[src/rtl/fcr_pkg.sv]
// Package: shared state encoding and protocol byte values for the
// flash command receiver. Assumes 8-bit protocol bytes.
package fcr_pkg;

    typedef enum logic [3:0] {
        ST_START,   // waiting for session start
        ST_ERCMD,   // waiting for erase command
        ST_INDEX,   // waiting for block index
        ST_ERASE,   // erase in progress
        ST_WRCMD,   // waiting for write command
        ST_LEN,     // collecting length bytes
        ST_DATA,    // collecting page data
        ST_PROG,    // page programming in progress
        ST_ACK,     // offering acknowledge byte
        ST_ERR      // sticky error
    } fcr_state_e;

    localparam logic [7:0] BYTE_START = 8'h10;
    localparam logic [7:0] BYTE_ERASE = 8'h11;
    localparam logic [7:0] BYTE_WRITE = 8'h12;
    localparam logic [7:0] BYTE_ACK   = 8'h55;

endpackage

[src/rtl/fcr_len_check.sv]
// Length and index checker. Decodes the block size for a stored index,
// validates a length against it and counts the pages it needs. Also
// range-checks a fresh index byte. Purely combinational.
// Assumes the size regions are contiguous and ascend in index order.
module fcr_len_check #(
    parameter int LEN_W       = 32,
    parameter int PAGE_BYTES  = 256,
    parameter int LARGE_LAST  = 8'h0A,
    parameter int MID_LAST    = 8'h13,
    parameter int SMALL_LAST  = 8'h1B,
    parameter int LARGE_BYTES = 131072,
    parameter int MID_BYTES   = 65536,
    parameter int SMALL_BYTES = 8192,
    localparam int PAGE_SHIFT = $clog2(PAGE_BYTES),
    localparam int PGS_W      = LEN_W - PAGE_SHIFT + 1
) (
    input  logic [7:0]       idx_new,
    input  logic [7:0]       idx_sel,
    input  logic [LEN_W-1:0] len,
    output logic             idx_ok,
    output logic             len_ok,
    output logic [PGS_W-1:0] pages
);

    logic [LEN_W:0] blk_size;

    // Range check for the index byte being received.
    always_comb idx_ok = (idx_new <= 8'(SMALL_LAST));

    // Size of the block chosen by the stored index.
    always_comb begin
        if (idx_sel <= 8'(LARGE_LAST))
            blk_size = (LEN_W+1)'(LARGE_BYTES);
        else if (idx_sel <= 8'(MID_LAST))
            blk_size = (LEN_W+1)'(MID_BYTES);
        else
            blk_size = (LEN_W+1)'(SMALL_BYTES);
    end

    // Accept a nonzero length that fits the block.
    always_comb len_ok = (len != '0) && ({1'b0, len} <= blk_size);

    // Page count: length rounded up to whole pages.
    always_comb pages = PGS_W'(len[LEN_W-1:PAGE_SHIFT])
                      + PGS_W'(|len[PAGE_SHIFT-1:0]);

endmodule

[src/rtl/fcr_page_buf.sv]
// Page collection buffer. Writes incoming bytes at ascending addresses
// and flags the byte that completes a page. Read is asynchronous for
// the flash controller. Assumes clr is never raised together with wr_en.
module fcr_page_buf #(
    parameter int PAGE_BYTES = 256,
    parameter int DATA_W     = 8,
    localparam int ADDR_W    = $clog2(PAGE_BYTES)
) (
    input  logic              clk,
    input  logic              rst_n,
    input  logic              clr,
    input  logic              wr_en,
    input  logic [DATA_W-1:0] wr_data,
    input  logic [ADDR_W-1:0] rd_addr,
    output logic [DATA_W-1:0] rd_data,
    output logic              full
);

    logic [DATA_W-1:0] mem [PAGE_BYTES];
    logic [ADDR_W-1:0] wr_ptr;

    // Fill pointer: advances per byte, wraps after a full page.
    always_ff @(posedge clk) begin
        if (!rst_n || clr)
            wr_ptr <= '0;
        else if (wr_en)
            wr_ptr <= (wr_ptr == ADDR_W'(PAGE_BYTES-1)) ? '0 : wr_ptr + 1'b1;
    end

    // Storage write.
    always_ff @(posedge clk) begin
        if (wr_en)
            mem[wr_ptr] <= wr_data;
    end

    // Page complete on the last byte of a unit.
    always_comb full = wr_en && (wr_ptr == ADDR_W'(PAGE_BYTES-1));

    // Asynchronous read port.
    always_comb rd_data = mem[rd_addr];

endmodule

[src/rtl/flash_cmd_target.sv]
// Flash programming command receiver. Sequences the start, erase and
// write commands from received bytes. Issues the erase and page-write
// requests and returns acknowledge bytes. Assumes rx_valid is a
// one-cycle strobe and done inputs only arrive for a raised request.
module flash_cmd_target #(
    parameter int LEN_W       = 32,
    parameter int PAGE_BYTES  = 256,
    parameter int IDX_W       = 5,
    parameter int LARGE_LAST  = 8'h0A,
    parameter int MID_LAST    = 8'h13,
    parameter int SMALL_LAST  = 8'h1B,
    parameter int LARGE_BYTES = 131072,
    parameter int MID_BYTES   = 65536,
    parameter int SMALL_BYTES = 8192,
    localparam int PAGE_SHIFT = $clog2(PAGE_BYTES),
    localparam int PGS_W      = LEN_W - PAGE_SHIFT + 1,
    localparam int PAGE_CNT_W = $clog2(LARGE_BYTES / PAGE_BYTES) + 1
) (
    input  logic                  clk,
    input  logic                  rst_n,
    input  logic                  rx_valid,
    input  logic [7:0]            rx_data,
    input  logic                  rx_overrun,
    input  logic                  rx_frame_err,
    output logic                  tx_valid,
    output logic [7:0]            tx_data,
    input  logic                  tx_ready,
    output logic                  erase_req,
    output logic [IDX_W-1:0]      erase_index,
    input  logic                  erase_done,
    output logic                  write_req,
    output logic [PAGE_CNT_W-1:0] write_page,
    input  logic                  write_done,
    input  logic [PAGE_SHIFT-1:0] wbuf_raddr,
    output logic [7:0]            wbuf_rdata,
    output logic                  session_err
);
    import fcr_pkg::*;

    fcr_state_e            state, ack_next;
    logic [7:0]            idx_q;
    logic [LEN_W-1:0]      len_q, len_next;
    logic [1:0]            len_cnt;
    logic [PGS_W-1:0]      pages_q, pages_new;
    logic [PAGE_CNT_W-1:0] page_q;
    logic                  idx_ok, len_ok, buf_full, buf_wr, rx_bad, last_page;

    // Next length value with the new byte shifted in at the bottom.
    always_comb len_next = {len_q[LEN_W-9:0], rx_data};

    // Receive-line failure indication.
    always_comb rx_bad = rx_overrun || rx_frame_err;

    // Data bytes go to the page buffer only while collecting.
    always_comb buf_wr = (state == ST_DATA) && rx_valid && !rx_bad;

    // The page being programmed is the final one of the session.
    always_comb last_page = (PGS_W'(page_q) + 1'b1) == pages_q;

    fcr_len_check #(
        .LEN_W(LEN_W), .PAGE_BYTES(PAGE_BYTES),
        .LARGE_LAST(LARGE_LAST), .MID_LAST(MID_LAST), .SMALL_LAST(SMALL_LAST),
        .LARGE_BYTES(LARGE_BYTES), .MID_BYTES(MID_BYTES), .SMALL_BYTES(SMALL_BYTES)
    ) u_check (
        .idx_new (rx_data),
        .idx_sel (idx_q),
        .len     (len_next),
        .idx_ok  (idx_ok),
        .len_ok  (len_ok),
        .pages   (pages_new)
    );

    fcr_page_buf #(
        .PAGE_BYTES(PAGE_BYTES), .DATA_W(8)
    ) u_buf (
        .clk     (clk),
        .rst_n   (rst_n),
        .clr     (state == ST_LEN),
        .wr_en   (buf_wr),
        .wr_data (rx_data),
        .rd_addr (wbuf_raddr),
        .rd_data (wbuf_rdata),
        .full    (buf_full)
    );

    // Session sequencer: command order, handshakes and error capture.
    always_ff @(posedge clk) begin
        if (!rst_n) begin
            state    <= ST_START;
            ack_next <= ST_START;
            idx_q    <= '0;
            len_q    <= '0;
            len_cnt  <= '0;
            pages_q  <= '0;
            page_q   <= '0;
        end else if (rx_bad) begin
            state <= ST_ERR;
        end else begin
            case (state)
                ST_START: if (rx_valid) begin
                    if (rx_data == BYTE_START) begin
                        ack_next <= ST_ERCMD;
                        state    <= ST_ACK;
                    end else
                        state <= ST_ERR;
                end
                ST_ERCMD: if (rx_valid)
                    state <= (rx_data == BYTE_ERASE) ? ST_INDEX : ST_ERR;
                ST_INDEX: if (rx_valid) begin
                    idx_q <= rx_data;
                    state <= idx_ok ? ST_ERASE : ST_ERR;
                end
                ST_ERASE: begin
                    if (rx_valid)
                        state <= ST_ERR;
                    else if (erase_done) begin
                        ack_next <= ST_WRCMD;
                        state    <= ST_ACK;
                    end
                end
                ST_WRCMD: if (rx_valid) begin
                    len_cnt <= '0;
                    state   <= (rx_data == BYTE_WRITE) ? ST_LEN : ST_ERR;
                end
                ST_LEN: if (rx_valid) begin
                    len_q   <= len_next;
                    len_cnt <= len_cnt + 1'b1;
                    if (len_cnt == 2'd3) begin
                        if (len_ok) begin
                            pages_q  <= pages_new;
                            page_q   <= '0;
                            ack_next <= ST_DATA;
                            state    <= ST_ACK;
                        end else
                            state <= ST_ERR;
                    end
                end
                ST_DATA: if (buf_full)
                    state <= ST_PROG;
                ST_PROG: begin
                    if (rx_valid)
                        state <= ST_ERR;
                    else if (write_done) begin
                        page_q   <= page_q + 1'b1;
                        ack_next <= last_page ? ST_START : ST_DATA;
                        state    <= ST_ACK;
                    end
                end
                ST_ACK: begin
                    if (rx_valid)
                        state <= ST_ERR;
                    else if (tx_ready)
                        state <= ack_next;
                end
                default: state <= ST_ERR;
            endcase
        end
    end

    // Output decode from the sequencer state.
    always_comb begin
        tx_valid    = (state == ST_ACK);
        tx_data     = BYTE_ACK;
        erase_req   = (state == ST_ERASE);
        erase_index = idx_q[IDX_W-1:0];
        write_req   = (state == ST_PROG);
        write_page  = page_q;
        session_err = (state == ST_ERR);
    end

endmodule

[config.mk]
export PLATFORM = sky130hd
export DESIGN_NAME = flash_cmd_target
export DESIGN_NICKNAME = d
export VERILOG_FILES = /design/src/rtl/fcr_pkg.sv /design/src/rtl/fcr_len_check.sv /design/src/rtl/fcr_page_buf.sv /design/src/rtl/flash_cmd_target.sv
export SDC_FILE = /design/constraint.sdc
export NUM_CORES = 2
export LEC_CHECK = 0
export ABC_AREA = 0
export BUFFER_PORTS_ARGS = -buffer_cell sky130_fd_sc_hd__buf_2
export CAP_MARGIN = 30
export CELL_PAD_IN_SITES_DETAIL_PLACEMENT = 1
export CELL_PAD_IN_SITES_GLOBAL_PLACEMENT = 1
export CORE_MARGIN = 2
export CORE_UTILIZATION = 50
export CTS_BUF_LIST = sky130_fd_sc_hd__clkbuf_16
export DETAILED_ROUTE_END_ITERATION = 8
export PLACE_DENSITY = 0.78
export SYNTH_ARGS = -nofsm -noshare
export SYNTH_HDL_FRONTEND = slang
export SYNTH_SLANG_ARGS = --single-unit
[constraint.sdc]
create_clock -name clk -period 3.1 [get_ports clk]
set_input_delay 0.155 -clock clk [delete_from_list [all_inputs] [get_ports clk]]
set_output_delay 0.155 -clock clk [all_outputs]
set_load 0.005 [all_outputs]
==> impl_metrics.json <==
{
  "rsz0062_at_grt": "true",
  "yosys.area.top_type": "edfxtp_1",
  "synth_area_sq_mm": 0.0833,
  "drive_above_1_share": 0.331,
  "io_buffers": 50,
  "synth_area_leaders": "edfxtp_1 74%, mux4_2 12%, dfxtp_1 2.0%",
  "start_util": 0.504,
  "clock_sinks": 2132,
  "yosys-top-cells-count": "2048 x edfxtp_1, 448 x mux4_2, 402 x nor2_1, 150 x clkbuf_1",
  "fin_hold_ws_ps": 53.7,
  "syn2layout_area_growth_pct": 19.1,
  "synth_edf_count": 2048,
  "grt_pass1_wl_mm": 377,
  "final_cells": 7317,
  "path_clk_slew_ps": 70,
  "antenna_found_initial": 4,
  "cts.root.buffer_cell": "clkbuf_16",
  "routed_via_density": 6.65,
  "setup_ws_ps": -619,
  "cts_tree": "yes",
  "io_pins": 59,
  "drc": 0,
  "yosysMostFrequentCell": "edfxtp_1",
  "ys.flop_type": "edfxtp_1",
  "fin_crit_ps": 3720,
  "clockBufferDepth": 3,
  "fin_util": 0.601,
  "final_cell_area_sq_mm": 0.0992,
  "antenna_left": 0,
  "worstPathMaxFanout": 1,
  "synthDistinctLibCells": 77,
  "critPathArrivalTime_ps": 3560,
  "async_reset_ff_frac": 0,
  "timing.fmax_ghz": 0.269,
  "clkLatencyLatePin_ps": 900,
  "synth_warnings": 0,
  "setup_tns_ps": -2290,
  "core_sq_mm": 0.165,
  "required_ps": 2940,
  "rows": 149,
  "tightest_slew_ps": 1320,
  "p_per_area_mw_per_mm2": 614,
  "grt_max_degree": 191,
  "synth_seq_cells": 2132,
  "gp_congestion": 0.872,
  "initialDrtViolationCount": 6940,
  "violations": "setup timing",
  "grt_use_total": 0.311,
  "cellLeakagePower_nw": 32.6,
  "wl_per_cell_um": 36.0,
  "cts_max_level": 4,
  "slew_viol_final": 0,
  "die_area_sq_mm": 0.170,
  "total_power_mw": 60.9,
  "ir_drop_uv": 661,
  "grt-ovfl-total": 0,
  "cp-start-kind": "register",
  "vias": 48700,
  "placed_cell_area_sq_mm": 0.0909,
  "maxSlewHeadroom": 0.118,
  "fp.dieH_um": 412,
  "setup_viol_count_final": 8,
  "grt_pass1_vias": 51000,
  "hold_viol_final": 0,
  "die_x_um": 412,
  "wirelength_mm": 264,
  "dp_slack_ps": -744,
  "dpl.hpwl_mm": 150,
  "fin_crit_sh": 1.20,
  "min_path_type": "input pin to register",
  "endpoint_kind": "output pin",
  "numPlacedInstances": 6909,
  "cts_buffers": 208,
  "synth_cells": 4263,
  "firstDrtPassIters": 6,
  "yosys.area.top_type_share": 0.739,
  "crit_type": "register to output pin",
  "final_nets": 4976,
  "seq_area_frac_synth": 0.759,
  "drv_cap": 0,
  "syn_avg_cell_area_sq_um": 19.5,
  "skew_ps": 75.5,
  "status": "complete, but fails checks"
}
state kept, by name, indices dropped and copies added (netlist names):
register      count
u_buf.mem      2048
pages_q          25
len_q            24
write_page       10
idx_q             8
u_buf.wr_ptr      8
state             4
ack_next          3
len_cnt           2
report_power, final:
group	leakage (nW)	internal (mW)	total (mW)	switching, mW
registers	19.1	31.5	31.5	0.00214
clock network	3.43	14.0	25.7	11.7
logic	10.1	1.36	3.58	2.22
final cells by class:
cell class                      count  area, sq um
Tap cell                         2189         2740
Timing Repair Buffer              738         6440
Fill cell                       14100        66000
Clock inverter                    182         1550
Inverter                           17         63.8
Sequential cell                  2132        63200
Multi-Input combinational cell   1844        20000
Clock buffer                      210         5260
Antenna cell                        5         12.5
cell usage in the layout (no fill, tap or decap), types with 45 or more instances in the layout:
master	n
edfxtp_1	2048
buf_4	594
mux4_2	448
nor2_1	391
clkbuf_16	210
mux2i_1	143
a21oi_1	106
a22oi_1	96
nand2_1	89
dfxtp_1	84
buf_12	63
clkinv_2	47
clkinv_1	46
inv_1	45
critical path: stages, from the launching register on:
cell      delay (ps)
edfxtp_1         450
mux4_2           510
a22o_1           240
a221oi_2         260
buf_4            210
o22ai_2           90
nor4_4           610
nor4_4           130
buf_2            180
worst paths after layout:
kind         cells past startpoint                       end  slack, ps                   startpoint
max                              8             wbuf_rdata[6]       -620  u_buf.mem[146][6]$_DFFE_PP_
min                              6  ack_next[0]$_SDFFE_PN0P_         50                   write_done
max reg2reg                      8     state[3]$_SDFFE_PN0P_        140        state[1]$_SDFFE_PP0P_
min reg2reg                      1  pages_q[12]$_SDFFE_PN0P_        460     pages_q[12]$_SDFFE_PN0P_
routing by layer:
| metal | vias up | global-route usage | part of all wire |
|---|---|---|---|
| li1 | 18800 | - | - |
| met1 | 25300 | 0.401 | 0.36 |
| met2 | 3745 | 0.500 | 0.49 |
| met3 | 809 | 0.0685 | 0.10 |
| met4 | 4 | 0.159 | 0.057 |
| met5 | - | 0.00113 | 0.00010 |
cells by family after synthesis:
group                      synth area share
AOI/OAI and AO/OA                    0.0430
xor gates and xnor gates            0.00316
adders and majority gates           0.00165
buffers and inverters                0.0173
DFF                                   0.759
muxes                                 0.139
other                             0.0000902
and+or+nand+nor                      0.0368
what timing repair did:
item,4_1_cts,5_1_grt
buffers inserted,1,1
hold buffers,16,1
resized for setup,204,54
hold endpoints to repair,172,12
endpoints found under the setup margin,8,114
pin swaps,53,29
(Power assumes the default switching activity.)
